**src/rtl/i2c_slv_pkg.sv**
```systemverilog
package i2c_slv_pkg;

  typedef enum logic [2:0] {
    ST_IDLE,   // waiting for START
    ST_ADDR,   // shifting in address byte
    ST_AACK,   // acknowledging address
    ST_WRX,    // receiving write byte
    ST_WACK,   // acknowledging write byte
    ST_RTX,    // transmitting read byte
    ST_RACK,   // sampling master acknowledge
    ST_SKIP    // ignoring bus until START/STOP
  } ctrlState_t;

  typedef struct packed {
    logic rxShift;   // shift one sampled bit into receive register
    logic txLoad;    // load transmit register from pointed register
    logic txShift;   // advance transmit register by one bit
    logic ptrLoad;   // load pointer from receive register
    logic regWrite;  // store receive register at pointer
    logic ptrInc;    // advance pointer with wrap
  } dpStrobe_t;

endpackage

```
**src/rtl/i2c_slv_linesync.sv**
```systemverilog
module i2c_slv_linesync #(
  parameter int SYNC_STAGES = 2
) (
  input  logic clk,
  input  logic rst,
  input  logic sclIn,
  input  logic sdaIn,
  output logic sclHigh,
  output logic sdaNow,
  output logic sclRise,
  output logic sclFall,
  output logic startDet,
  output logic stopDet
);

  localparam int PIPE_W = SYNC_STAGES + 1;

  logic [PIPE_W-1:0] sclPipe;
  logic [PIPE_W-1:0] sdaPipe;
  logic sclOld;
  logic sdaOld;

  always_ff @(posedge clk) begin
    if (rst) begin
      sclPipe <= '1;
      sdaPipe <= '1;
    end else begin
      sclPipe <= {sclPipe[PIPE_W-2:0], sclIn};
      sdaPipe <= {sdaPipe[PIPE_W-2:0], sdaIn};
    end
  end

  assign sclHigh  = sclPipe[SYNC_STAGES-1];
  assign sdaNow   = sdaPipe[SYNC_STAGES-1];
  assign sclOld   = sclPipe[SYNC_STAGES];
  assign sdaOld   = sdaPipe[SYNC_STAGES];

  assign sclRise  = sclHigh & ~sclOld;
  assign sclFall  = ~sclHigh & sclOld;
  assign startDet = sclHigh & sclOld & sdaOld & ~sdaNow;
  assign stopDet  = sclHigh & sclOld & ~sdaOld & sdaNow;

  AST_ONE_EVENT: assert property (@(posedge clk) disable iff (rst)
    $onehot0({startDet, stopDet, sclRise, sclFall}));

endmodule

```
**src/rtl/i2c_slv_dpath.sv**
```systemverilog
module i2c_slv_dpath
  import i2c_slv_pkg::*;
#(
  parameter int NUM_REGS = 16,
  parameter int DATA_W   = 8
) (
  input  logic              clk,
  input  logic              rst,
  input  dpStrobe_t         stb,
  input  logic              sdaBit,
  output logic [DATA_W-1:0] rxByte,
  output logic              txBit
);

  localparam int PTR_W = (NUM_REGS > 1) ? $clog2(NUM_REGS) : 1;
  localparam logic [PTR_W-1:0] PTR_LAST = PTR_W'(NUM_REGS - 1);

  logic [DATA_W-1:0] rxReg;
  logic [DATA_W-1:0] txReg;
  logic [PTR_W-1:0]  ptr;
  logic [DATA_W-1:0] regFile [NUM_REGS];

  always_ff @(posedge clk) begin
    if (rst) begin
      rxReg <= '0;
      txReg <= '0;
    end else begin
      if (stb.rxShift) rxReg <= {rxReg[DATA_W-2:0], sdaBit};
      if (stb.txLoad)       txReg <= regFile[ptr];
      else if (stb.txShift) txReg <= {txReg[DATA_W-2:0], 1'b1};
    end
  end

  always_ff @(posedge clk) begin
    if (rst) begin
      ptr <= '0;
    end else if (stb.ptrLoad) begin
      ptr <= (int'(rxReg) < NUM_REGS) ? rxReg[PTR_W-1:0] : '0;
    end else if (stb.ptrInc) begin
      ptr <= (ptr == PTR_LAST) ? '0 : ptr + 1'b1;
    end
  end

  always_ff @(posedge clk) begin
    if (rst) begin
      for (int i = 0; i < NUM_REGS; i++) regFile[i] <= '0;
    end else if (stb.regWrite) begin
      regFile[ptr] <= rxReg;
    end
  end

  assign rxByte = rxReg;
  assign txBit  = txReg[DATA_W-1];

  AST_PTR_WRAP: assert property (@(posedge clk) disable iff (rst)
    (stb.ptrInc && !stb.ptrLoad && ptr == PTR_LAST) |=> (ptr == '0));

  AST_WRITE_LANDS: assert property (@(posedge clk) disable iff (rst)
    stb.regWrite |=> (regFile[$past(ptr)] == $past(rxReg)));

endmodule

```
**src/rtl/i2c_slv_ctrl.sv**
```systemverilog
module i2c_slv_ctrl
  import i2c_slv_pkg::*;
#(
  parameter logic [6:0] DEV_ADDR = 7'b1101000,
  parameter int         DATA_W   = 8
) (
  input  logic              clk,
  input  logic              rst,
  input  logic              sclHigh,
  input  logic              sdaNow,
  input  logic              sclRise,
  input  logic              sclFall,
  input  logic              startDet,
  input  logic              stopDet,
  input  logic [DATA_W-1:0] rxByte,
  input  logic              txBit,
  output dpStrobe_t         stb,
  output logic              sdaOe
);

  localparam int CNT_W = $clog2(DATA_W + 1);
  localparam logic [CNT_W-1:0] BYTE_END = CNT_W'(DATA_W);

  ctrlState_t state;
  logic [CNT_W-1:0] bitCnt;
  logic isRead;
  logic firstWr;
  logic mAck;
  logic byteDone;
  logic addrHit;

  assign byteDone = sclFall && (bitCnt == BYTE_END);
  assign addrHit  = (rxByte[DATA_W-1:1] == DEV_ADDR);

  always_comb begin
    stb = '0;
    case (state)
      ST_ADDR: stb.rxShift = sclRise && (bitCnt != BYTE_END);
      ST_WRX: begin
        stb.rxShift  = sclRise && (bitCnt != BYTE_END);
        stb.ptrLoad  = byteDone && firstWr;
        stb.regWrite = byteDone && !firstWr;
        stb.ptrInc   = byteDone && !firstWr;
      end
      ST_AACK: stb.txLoad = sclFall && isRead;
      ST_RTX: begin
        stb.txShift = sclFall && (bitCnt != BYTE_END);
        stb.ptrInc  = byteDone;
      end
      ST_RACK: stb.txLoad = sclFall && mAck;
      default: stb = '0;
    endcase
  end

  always_ff @(posedge clk) begin
    if (rst) begin
      state   <= ST_IDLE;
      bitCnt  <= '0;
      isRead  <= 1'b0;
      firstWr <= 1'b0;
      mAck    <= 1'b0;
    end else if (stopDet) begin
      state <= ST_IDLE;
    end else if (startDet) begin
      state  <= ST_ADDR;
      bitCnt <= '0;
    end else begin
      case (state)
        ST_ADDR: begin
          if (sclRise && bitCnt != BYTE_END) bitCnt <= bitCnt + 1'b1;
          if (byteDone) begin
            if (addrHit) begin
              state   <= ST_AACK;
              isRead  <= rxByte[0];
              firstWr <= 1'b1;
            end else begin
              state <= ST_SKIP;
            end
          end
        end
        ST_AACK: begin
          if (sclFall) begin
            bitCnt <= '0;
            state  <= isRead ? ST_RTX : ST_WRX;
          end
        end
        ST_WRX: begin
          if (sclRise && bitCnt != BYTE_END) bitCnt <= bitCnt + 1'b1;
          if (byteDone) begin
            state   <= ST_WACK;
            firstWr <= 1'b0;
          end
        end
        ST_WACK: begin
          if (sclFall) begin
            bitCnt <= '0;
            state  <= ST_WRX;
          end
        end
        ST_RTX: begin
          if (sclRise && bitCnt != BYTE_END) bitCnt <= bitCnt + 1'b1;
          if (byteDone) state <= ST_RACK;
        end
        ST_RACK: begin
          if (sclRise) mAck <= ~sdaNow;
          if (sclFall) begin
            bitCnt <= '0;
            state  <= mAck ? ST_RTX : ST_SKIP;
          end
        end
        default: state <= state;
      endcase
    end
  end

  assign sdaOe = (state == ST_AACK) || (state == ST_WACK) ||
                 ((state == ST_RTX) && !txBit);

  AST_OE_SCL_LOW: assert property (@(posedge clk) disable iff (rst)
    !$stable(sdaOe) |-> !sclHigh);

  AST_ACK_ONLY_MATCH: assert property (@(posedge clk) disable iff (rst)
    (state == ST_AACK && $past(state) == ST_ADDR) |-> ($past(rxByte[DATA_W-1:1]) == DEV_ADDR));

  AST_SKIP_SILENT: assert property (@(posedge clk) disable iff (rst)
    (state == ST_SKIP) |-> !sdaOe);

  AST_NACK_RELEASE: assert property (@(posedge clk) disable iff (rst)
    (state == ST_RACK && sclFall && !mAck && !stopDet && !startDet) |=> !sdaOe);

  AST_STOP_IDLE: assert property (@(posedge clk) disable iff (rst)
    stopDet |=> (state == ST_IDLE));

endmodule

```
**src/rtl/i2c_reg_slave.sv**
```systemverilog
module i2c_reg_slave
  import i2c_slv_pkg::*;
#(
  parameter logic [6:0] DEV_ADDR    = 7'b1101000,
  parameter int         NUM_REGS    = 16,
  parameter int         SYNC_STAGES = 2
) (
  input  logic clk,
  input  logic rst,
  input  logic sclIn,
  input  logic sdaIn,
  output logic sdaOe
);

  localparam int DATA_W = 8;

  logic sclHigh, sdaNow, sclRise, sclFall, startDet, stopDet;
  logic [DATA_W-1:0] rxByte;
  logic txBit;
  dpStrobe_t stb;

  i2c_slv_linesync #(.SYNC_STAGES(SYNC_STAGES)) uSync (
    .clk(clk), .rst(rst), .sclIn(sclIn), .sdaIn(sdaIn),
    .sclHigh(sclHigh), .sdaNow(sdaNow), .sclRise(sclRise), .sclFall(sclFall),
    .startDet(startDet), .stopDet(stopDet)
  );

  i2c_slv_ctrl #(.DEV_ADDR(DEV_ADDR), .DATA_W(DATA_W)) uCtrl (
    .clk(clk), .rst(rst), .sclHigh(sclHigh), .sdaNow(sdaNow),
    .sclRise(sclRise), .sclFall(sclFall), .startDet(startDet), .stopDet(stopDet),
    .rxByte(rxByte), .txBit(txBit), .stb(stb), .sdaOe(sdaOe)
  );

  i2c_slv_dpath #(.NUM_REGS(NUM_REGS), .DATA_W(DATA_W)) uDpath (
    .clk(clk), .rst(rst), .stb(stb), .sdaBit(sdaNow),
    .rxByte(rxByte), .txBit(txBit)
  );

endmodule

```
**config.mk**
```make
export PLATFORM = sky130hd
export DESIGN_NAME = i2c_reg_slave
export DESIGN_NICKNAME = d
export VERILOG_FILES = /design/src/rtl/i2c_slv_pkg.sv /design/src/rtl/i2c_slv_linesync.sv /design/src/rtl/i2c_slv_dpath.sv /design/src/rtl/i2c_slv_ctrl.sv /design/src/rtl/i2c_reg_slave.sv
export SDC_FILE = /design/constraint.sdc
export NUM_CORES = 1
export LEC_CHECK = 0
export BUFFER_PORTS_ARGS = -buffer_cell sky130_fd_sc_hd__buf_2
export CAP_MARGIN = 10
export CELL_PAD_IN_SITES_DETAIL_PLACEMENT = 1
export CELL_PAD_IN_SITES_GLOBAL_PLACEMENT = 1
export CORE_MARGIN = 1.5
export CORE_UTILIZATION = 45
export DETAILED_ROUTE_END_ITERATION = 8
export GPL_ROUTABILITY_DRIVEN = 0
export HOLD_SLACK_MARGIN = 0.15
export PLACE_DENSITY = 0.8
export SLEW_MARGIN = 20
export SYNTH_ARGS = -nofsm -noshare
export SYNTH_HDL_FRONTEND = slang
export SYNTH_HIERARCHICAL = 1
export SYNTH_SLANG_ARGS = --single-unit
```
**constraint.sdc**
```tcl
create_clock -name clk -period 4.4 [get_ports clk]
set_input_delay 0.22 -clock clk [delete_from_list [all_inputs] [get_ports clk]]
set_output_delay 0.22 -clock clk [all_outputs]
set_load 0.01 [all_outputs]
```
# Word-level counts from Yosys, hierarchy flattened
# Memory sizes are Yosys's and may differ from the RTL's. A register that Yosys moved wholly into a read port is not among the register bits.
# Cells that the tools add are included.
# totals
ff_bits	36
ram_bits	128
input_bits	4
out_inout_bits	1
mem_count	1
# op_classes
n_addsub	2
order_cmp	1
n_eq_ne	25
muxes	40
n_bitwise	13
reduce_logical	30
# memory_table
name	words	width	read_ports	rd_ports_with_merged_regs	write_ports	line	text
uDpath.regFile	16	8	1	1	16	i2c_slv_dpath.sv:21	logic [DATA_W-1:0] regFile [NUM_REGS];
# ops
cell	n
$mux 4	10
$mux 3	8
$mux 8	3
$ne 3x2->1 const B	6
$pmux 3 s6	1
$ne 2x1->1 const B	7
$reduce_and 7->1	2
$mux 1	12
$eq 3x3->1 const B	3
$reduce_or 3->1	3
$add 4x1->4 const B	2
$eq 4x4->1 const B	2
$logic_and 1x1->1	8
$lt 8x5->1 const B	1
$pmux 4 s2	1
$reduce_and 4->1	2
$reduce_or 8->1	1
$and 1x1->1	7
$eq 7x7->1 const B	1
$reduce_bool 7->1	1
$eq 3x2->1 const B	2
$ne 3x1->1 const B	2
$not 1->1	6
$pmux 1 s2	3
other kinds (11)	17

# Logic depth before layout (Yosys ltp)
# Gate-level depths: netlist (run 1).
# depth
depth_word	10
ltp_mapped	9

# Hierarchy
# The synthesis (run 1) kept the hierarchy.
# modules_own_cells
mod	instances	cells_each	area_each_um2	seq_area_each_um2
i2c_slv_dpath	1	487	6994.2	4324.1
i2c_slv_ctrl	1	105	784.5	200.2
i2c_slv_linesync	1	16	190.2	120.1

# Worst setup path after synthesis (run 1)
# No wires, ideal clock.
# synth_path
kind	flip-flop to flip-flop
from	register uSync.sclPipe[2]
to	memory uDpath.regFile[0][0] (enable)
arrival_ns	2.152
required_ns	4.090
path_slack_ns	1.938
path_stages_with_launch	9
path_buffers	0
path_cell_list	dfxtp_1 > nor2b_1 > and4b_4 > nand3_1 > nor2_1 > nor2b_1 > nand2_1 > nor3_1 > or2_2
# synth_rtl
element	line	text
start, declared	i2c_slv_linesync.sv:18	logic [PIPE_W-1:0] sclPipe;
start signal, assigned	i2c_slv_linesync.sv:28	sclPipe <= {sclPipe[PIPE_W-2:0], sclIn};
end, declared	i2c_slv_dpath.sv:21	

==> impl_metrics.sql, run 1 <==
INSERT INTO impl_metrics (metric_group, metric, value, unit) VALUES
('clock_network', 'h_tree_depth', '4', ''),
('worst_setup_path', 'worst_setup_path_start_kind', 'flop', ''),
('layout', 'n_antenna_cell', '0', ''),
('synthesis', 'synth-edff-count', '128', ''),
('sta', 'timing.setup.tns', '0', 'ns'),
('clock_network', 'tritoncts.num_buffers', '17', ''),
('synthesis', 'synthesis.area_per_instance', '13.1', 'µm²'),
('detailed_routing', 'routed_wirelength', '19500', 'µm'),
('min_path', 'min_delay_worst_endpoint', 'uSync/sclPipe[1]', ''),
('sta', 'maxSlewViolCount', '0', ''),
('pwr', 'power.density', '382', 'nW/µm²'),
('detailed_routing', 'total_via_count_after_detailed_routing', '4880', ''),
('grt', 'antenna_found_initial', '0', ''),
('synthesis', 'ys_types', '61', ''),
('synthesis', 'syn_inst', '608', ''),
('synthesis', 'synth_area_in_adders', '1.10', '%'),
('worst_setup_path', 'slowest_stage', 'nor3_1', ''),
('worst_setup_path', 'end_kind', 'flop', ''),
('place', 'port_buffer_count', '4', ''),
('run', 'max_cap_violations', '0', ''),
('floorplanning', 'io_pins', '5', ''),
('pwr', 'power.static_leakage', '0.00289', 'µW'),
('worst_setup_path', 'critical_path_class', 'reg -> reg', ''),
('clock_network', 'post_cts.repair.setup_buffers', '0', ''),
('floorplanning', 'die-height', '136', 'µm'),
('worst_setup_path', 'worst_r2r_startpoint', 'uSync/sclPipe[2]', ''),
('synthesis', 'synth_top_family_by_area', 'simple AND/OR/NAND/NOR gates', ''),
('clock_network', 'path_clk_slew', '0.07', 'ns'),
('run_status', 'outcome', 'finished clean', ''),
('min_path', 'timing.hold.worst_path_depth', '1', ''),
('synthesis', 'synthMuxAreaShare', '13.4', '%'),
('layout', 'drive_above_1_share', '15.4', '%'),
('floorplanning', 'initial_utilization', '46.1', '%'),
('synthesis', 'synth.area.top_cells', 'edfxtp_1 (48%), and2_1 (10%), dfxtp_1 (10%), mux4_2 (6.2%), mux2i_1 (4.3%)', ''),
('sta', 'hold_slack', '0.417', 'ns'),
('layout', 'post_layout_nonfiller_instances', '835', ''),
('detailed_routing', 'viasPerCell', '5.84', ''),
('grt', 'global_route.usage.total', '22.3', '%'),
('clock_network', 'cts_num_sinks', '168', ''),
('sta', 'finalClockSkew', '0.00908', 'ns'),
('synthesis', 'netlist.area_leader.share', '48.2', '%'),
('synthesis', 'ys_seq_area_share', '58.3', '%'),
('detailed_routing', 'detail_route.wl_per_cell', '23.4', 'µm'),
('synthesis', 'yosys_register_bits', '168', ''),
('synthesis', 'synth-simple-area-share', '18.8', '%'),
('synthesis', 'synth.largest_area_cell', 'edfxtp_1', ''),
('worst_setup_path', 'cpMostUsedCell', 'nor2b_1', ''),
('sta', 'finalWorstPathRequiredPeriod', '3.33', 'ns'),
('place', 'place.detailed.hpwl', '12900', 'µm'),
('detailed_routing', 'detail-route-antenna-nets', '0', ''),
('worst_setup_path', 'worst-endpoint-required', '4.51', 'ns'),
('worst_setup_path', 'critical_path.cell_chain', 'nor2b_1 -> and4b_4 -> nand3_1 -> nor2_1 -> nor2b_1 -> nand2_1 -> nor3_1 -> or2_2', ''),
('worst_setup_path', 'critical-path-max-stage-delay', '0.64', 'ns'),
('detailed_routing', 'drt_pre_antenna_iters', '5', ''),
('grt', 'first_global_vias', '5020', ''),
('sta', 'maxSlewHeadroom', '31.1', '%'),
('detailed_routing', 'detailed_route_iter0_violations', '462', ''),
('worst_setup_path', 'r2r.worst_path.cells', '8', ''),
('sta', 'unrepaired_setup_endpoints_after_global_routing', 'no', ''),
('sta', 'setup_viol_count_final', '0', ''),
('synthesis', 'synth-warning-count', '6', ''),
('layout', 'mostFrequentLayoutCell', 'and2_1', ''),
('pwr', 'ir_worst_vdd', '0.301', 'mV'),
('layout', 'fin_util', '50.4', '%'),
('pwr', 'total_power', '3330', 'µW'),
('sta', 'max_slew.worst_pin.slew', '1.03', 'ns'),
('synthesis', 'compound_gate_fraction_of_synth_area', '5.53', '%'),
('floorplanning', 'core-area', '17300', 'µm²'),
('grt', 'grt_residual_overflow', '0', ''),
('synthesis', 'postSynth.asyncResetShare', '0', '%'),
('worst_setup_path', 'regToRegSetupSlack', '1.07', 'ns');
[stage by stage]
stage | area [µm²] | setup slack [ns]
CTS | 8710 | 1.06
finish | 8710 | 1.07
global placement | 8130 | 1.35
floorplan | 7970 | 1.94
detailed placement | 8130 | 1.08
global route | 8710 | 0.697
[final cells by class]
class | instances | area (µm²)
flip-flops and latches | 168 | 4650
inverters | 11 | 41.3
well taps | 225 | 282
repair buffers | 12 | 85.1
clock buffers | 18 | 429
multi-input cells | 388 | 3100
clock inverters | 13 | 131
fillers | 1748 | 8580
[per-layer routing]
layer	global-route usage [%]	part of all wire [%]	vias to the layer above
met5	0	0	-
met4	7.21	1.9	0
met3	4.96	5.2	29
met2	36.8	49	131
met1	29.3	43	2526
li1	-	-	2194
[worst max path at each step]
stage                                 to  cells past startpoint  slack [ns]             start
floorplan           uDpath/regFile[0][0]                      8        1.94  uSync/sclPipe[2]
global placement    uDpath/regFile[0][1]                      8        1.35  uSync/sclPipe[2]
detailed placement  uDpath/regFile[2][1]                      8        1.08  uSync/sclPipe[2]
CTS                 uDpath/regFile[2][1]                      8        1.06  uSync/sclPipe[2]
global route        uDpath/regFile[2][1]                      8        0.70  uSync/sclPipe[2]
finish              uDpath/regFile[0][3]                      8        1.07  uSync/sclPipe[2]
[critical path: cells and delay by family, from the launching register on]
kind             cells  cell delay, ns
flip-flops           1            0.35
AND/OR/NAND/NOR      8            2.65
[registers in the layout (all words and copies together), names as in the netlist, named ones only]
name,flops
uDpath/regFile,128
uDpath/rxByte,8
uDpath/txReg,8
uCtrl/bitCnt,4
uDpath/ptr,4
uCtrl/state,3
uSync/sclPipe,3
uSync/sdaPipe,3
uCtrl/firstWr,1
uCtrl/isRead,1
uCtrl/mAck,1
[synth_stat cells, drive strengths merged (4+ instances only)]
master,instances
and3,5
buf,16
and2,129
clkbuf,25
o21ai,13
nand3,12
mux2i,34
nand2b,5
inv,11
dfxtp,40
nor2,31
mux4,30
o32a,7
ha,7
a31oi,4
nor2b,6
nand2,17
edfxtp,128
or2,23
nor3,10
a21oi,12
[cell families after synthesis]
group,Yosys count
buf+inv,52
flops,168
mux,66
compound gates,61
simple gates,254
fa+ha+maj,7
[report_power, final]
| group | switching [µW] | internal [µW] | leakage (µW) |
|---|---|---|---|
| Combinational | 55.6 | 37.3 | 0.00108 |
| Clock | 609 | 828 | 0.000267 |
| Sequential | 32.0 | 1760 | 0.00154 |
[repair_timing]
action	in CTS	in global routing
hold buffers	2	0
setup endpoints to repair	0	0
resized for setup	0	0
endpoints found under the hold margin	2	0
Note: power is estimated with default switching activity, not from simulation.
==> run 2, diff against run 1 <==
--- a/config.mk
+++ b/config.mk
@@ -14,7 +14,7 @@
 export DETAILED_ROUTE_END_ITERATION = 8
 export GPL_ROUTABILITY_DRIVEN = 0
 export HOLD_SLACK_MARGIN = 0.15
-export PLACE_DENSITY = 0.8
+export PLACE_DENSITY = 0.83
 export SLEW_MARGIN = 20
 export SYNTH_ARGS = -nofsm -noshare
 export SYNTH_HDL_FRONTEND = slang
==> constraint.sdc (replaced) <==
create_clock -name clk -period 3.04 [get_ports clk]
set_input_delay 0.152 -clock clk [delete_from_list [all_inputs] [get_ports clk]]
set_output_delay 0.152 -clock clk [all_outputs]
set_load 0.01 [all_outputs]
==> run 2 against run 1 <==
Net effect: sequential share of layout area is 1.3 points lower; critical path depth is 1 higher; via count is 2.8% higher; critical path type unchanged.
==> impl_metrics.sql, run 2 (same netlist as run 1, synthesis figures left out) <==
INSERT INTO impl_metrics (metric_group, metric, value, unit) VALUES
('run_status', 'outcome', 'finished clean', ''),
('run', 'max_cap_violations', '0', ''),
('detailed_routing', 'drt_pre_antenna_iters', '4', ''),
('sta', 'max_slew.worst_pin.slew', '0.956', 'ns'),
('detailed_routing', 'routed_wirelength', '20200', 'µm'),
('detailed_routing', 'post-route-drc-count', '0', ''),
('layout', 'post_layout_nonfiller_instances', '856', ''),
('sta', 'setup_viol_count_final', '0', ''),
('clock_network', 'clock_insertion_delay_at_the_later_pin_of_the_skew_report', '0.43', 'ns'),
('place', 'place.detailed.hpwl', '13400', 'µm'),
('floorplanning', 'dieWidth', '136', 'µm'),
('sta', 'timing.setup.tns', '0', 'ns'),
('layout', 'n_antenna_cell', '0', ''),
('layout', 'num-fill-cells', '1741', ''),
('clock_network', 'tritoncts.num_buffers', '17', ''),
('worst_setup_path', 'worst-endpoint-required', '3.16', 'ns'),
('layout', 'largest_register_ffs', '128', ''),
('clock_network', 'clk_root_buffer_cell', 'clkbuf_16', ''),
('sta', 'clock.fmax', '0.372', 'GHz'),
('floorplanning', 'core-area', '17300', 'µm²'),
('floorplanning', 'initial_utilization', '46.1', '%'),
('worst_setup_path', 'timing.critical_path.arrival', '2.80', 'ns'),
('pwr', 'power.static_leakage', '0.00303', 'µW'),
('clock_network', 'cts_tree', 'done', ''),
('detailed_routing', 'detailed_route_iter0_violations', '349', ''),
('sta', 'finalWorstPathRequiredPeriod', '2.69', 'ns'),
('grt', 'first_global_vias', '5133', ''),
('grt', 'grt_start_max_net_pins', '54', ''),
('sta', 'maxSlewHeadroom', '36.2', '%'),
('layout', 'drive_above_1_share', '18.1', '%'),
('floorplanning', 'io_pins', '5', ''),
('pwr', 'ir_worst_vdd', '0.356', 'mV'),
('floorplanning', 'std_cell_rows', '48', ''),
('grt', 'global_route.usage.total', '23.1', '%'),
('layout', 'top_register', 'uDpath/regFile', ''),
('layout', 'mostFrequentLayoutCell', 'and2_1', ''),
('layout', 'layout.cells.most_common_list', 'and2_1 (129), edfxtp_1 (128), dfxtp_1 (39)', ''),
('grt', 'grt_first_pass_wirelength', '30700', 'µm'),
('clock_network', 'path_clk_slew', '0.07', 'ns'),
('sta', 'unrepaired_setup_endpoints_after_global_routing', 'no', ''),
('detailed_routing', 'detail-route-antenna-nets', '0', ''),
('detailed_routing', 'viasPerCell', '5.86', ''),
('sta', 'final.period_utilization', '88.3', '%'),
('floorplanning', 'dieArea', '18500', 'µm²'),
('detailed_routing', 'total_via_count_after_detailed_routing', '5017', ''),
('sta', 'final-hold-violation-count', '0', ''),
('clock_network', 'h_tree_depth', '4', ''),
('grt', 'grt_residual_overflow', '0', ''),
('clock_network', 'cts_buffer_depth', '2', ''),
('sta', 'maxSlewViolCount', '0', ''),
('worst_setup_path', 'regToRegSetupSlack', '0.35', 'ns'),
('detailed_routing', 'detail_route.wl_per_cell', '23.6', 'µm'),
('worst_setup_path', 'end_kind', 'flop', ''),
('pwr', 'total_power', '5080', 'µW'),
('worst_setup_path', 'worst_setup_path_start_kind', 'flop', ''),
('worst_setup_path', 'critical_path_peak_fanout', '8', ''),
('place', 'total_instance_count_after_detailed_placement', '822', ''),
('layout', 'areaGrowthSynthToFinish', '12.2', '%'),
('layout', 'final_nets', '629', ''),
('floorplanning', 'die-height', '136', 'µm'),
('min_path', 'hold_path.class', 'in -> reg', ''),
('sta', 'finalClockSkew', '0.0109', 'ns'),
('worst_setup_path', 'critical_path_class', 'reg -> reg', ''),
('grt', 'antenna_found_initial', '0', ''),
('clock_network', 'post_cts.repair.setup_buffers', '0', ''),
('place', 'port_buffer_count', '4', ''),
('clock_network', 'cts_num_sinks', '168', ''),
('pwr', 'power.density', '569', 'nW/µm²');
-- run 2: final timing paths --
path	from	to	depth (start not counted)
worst min-delay path	rst	uDpath/rxByte[1]	3
worst max register to register	uCtrl/bitCnt[0]	uDpath/regFile[1][7]	9
worst max-delay path	uCtrl/bitCnt[0]	uDpath/regFile[1][7]	9
worst min register to register	uSync/sdaPipe[0]	uSync/sdaPipe[1]	1
-- run 2: repair_timing --
action | 4_1_cts | 5_1_grt
hold buffers | 2 | 0
hold endpoints to repair | 2 | 0
resized for setup | 0 | 0
-- run 2: where the power goes --
part / total, µW / leakage (µW) / switching [µW] / internal [µW]
combinational: 139 / 0.00119 / 84.0 / 54.8
sequential: 2590 / 0.00154 / 41.3 / 2550
clock: 2350 / 0.000298 / 891 / 1460
total: 5080 / 0.00303 / 1020 / 4070
-- run 2: final cells by class --
class	count	area (µm²)	share of cell area, %
Clock buffer	21	440	4.93
Clock inverter	11	195	2.18
Inverter	11	41.3	0.462
Multi-Input combinational cell	388	3100	34.7
Sequential cell	168	4650	52.0
Timing Repair Buffer	32	235	2.63
Tap cell	225	282	3.15
-- run 2: critical path: stages, from the launching register on --
cell     delay [ns]
dfxtp_1        0.33
inv_1          0.10
ha_1           0.21
and4b_4        0.28
nand3_1        0.13
nor2_1         0.13
nor2b_1        0.39
nand2_1        0.28
nor3_1         0.25
or2_2          0.27
-- run 2: per-stage QoR --
step	area (µm²)	worst slack [ns]	utilization (%)	hold WS, ns
6_report	8940	0.355	51.7	0.312
3_3_place_gp	8280	0.588	47.9	0.328
4_1_cts	8940	0.365	51.7	0.298
5_1_grt	8940	0.124	51.7	0.331
2_1_floorplan	7970	0.578	-	0.249
3_5_place_dp	8280	0.449	47.9	0.338
-- run 2: metal layers --
layer  vias up  global-route usage, %  wire length [µm]
met1      2607                   28.3              8380
li1       2237                      -                 -
met2       144                   40.9             10500
met5         -                      0                 0
met3        29                   4.81               869
met4         0                   7.15               383
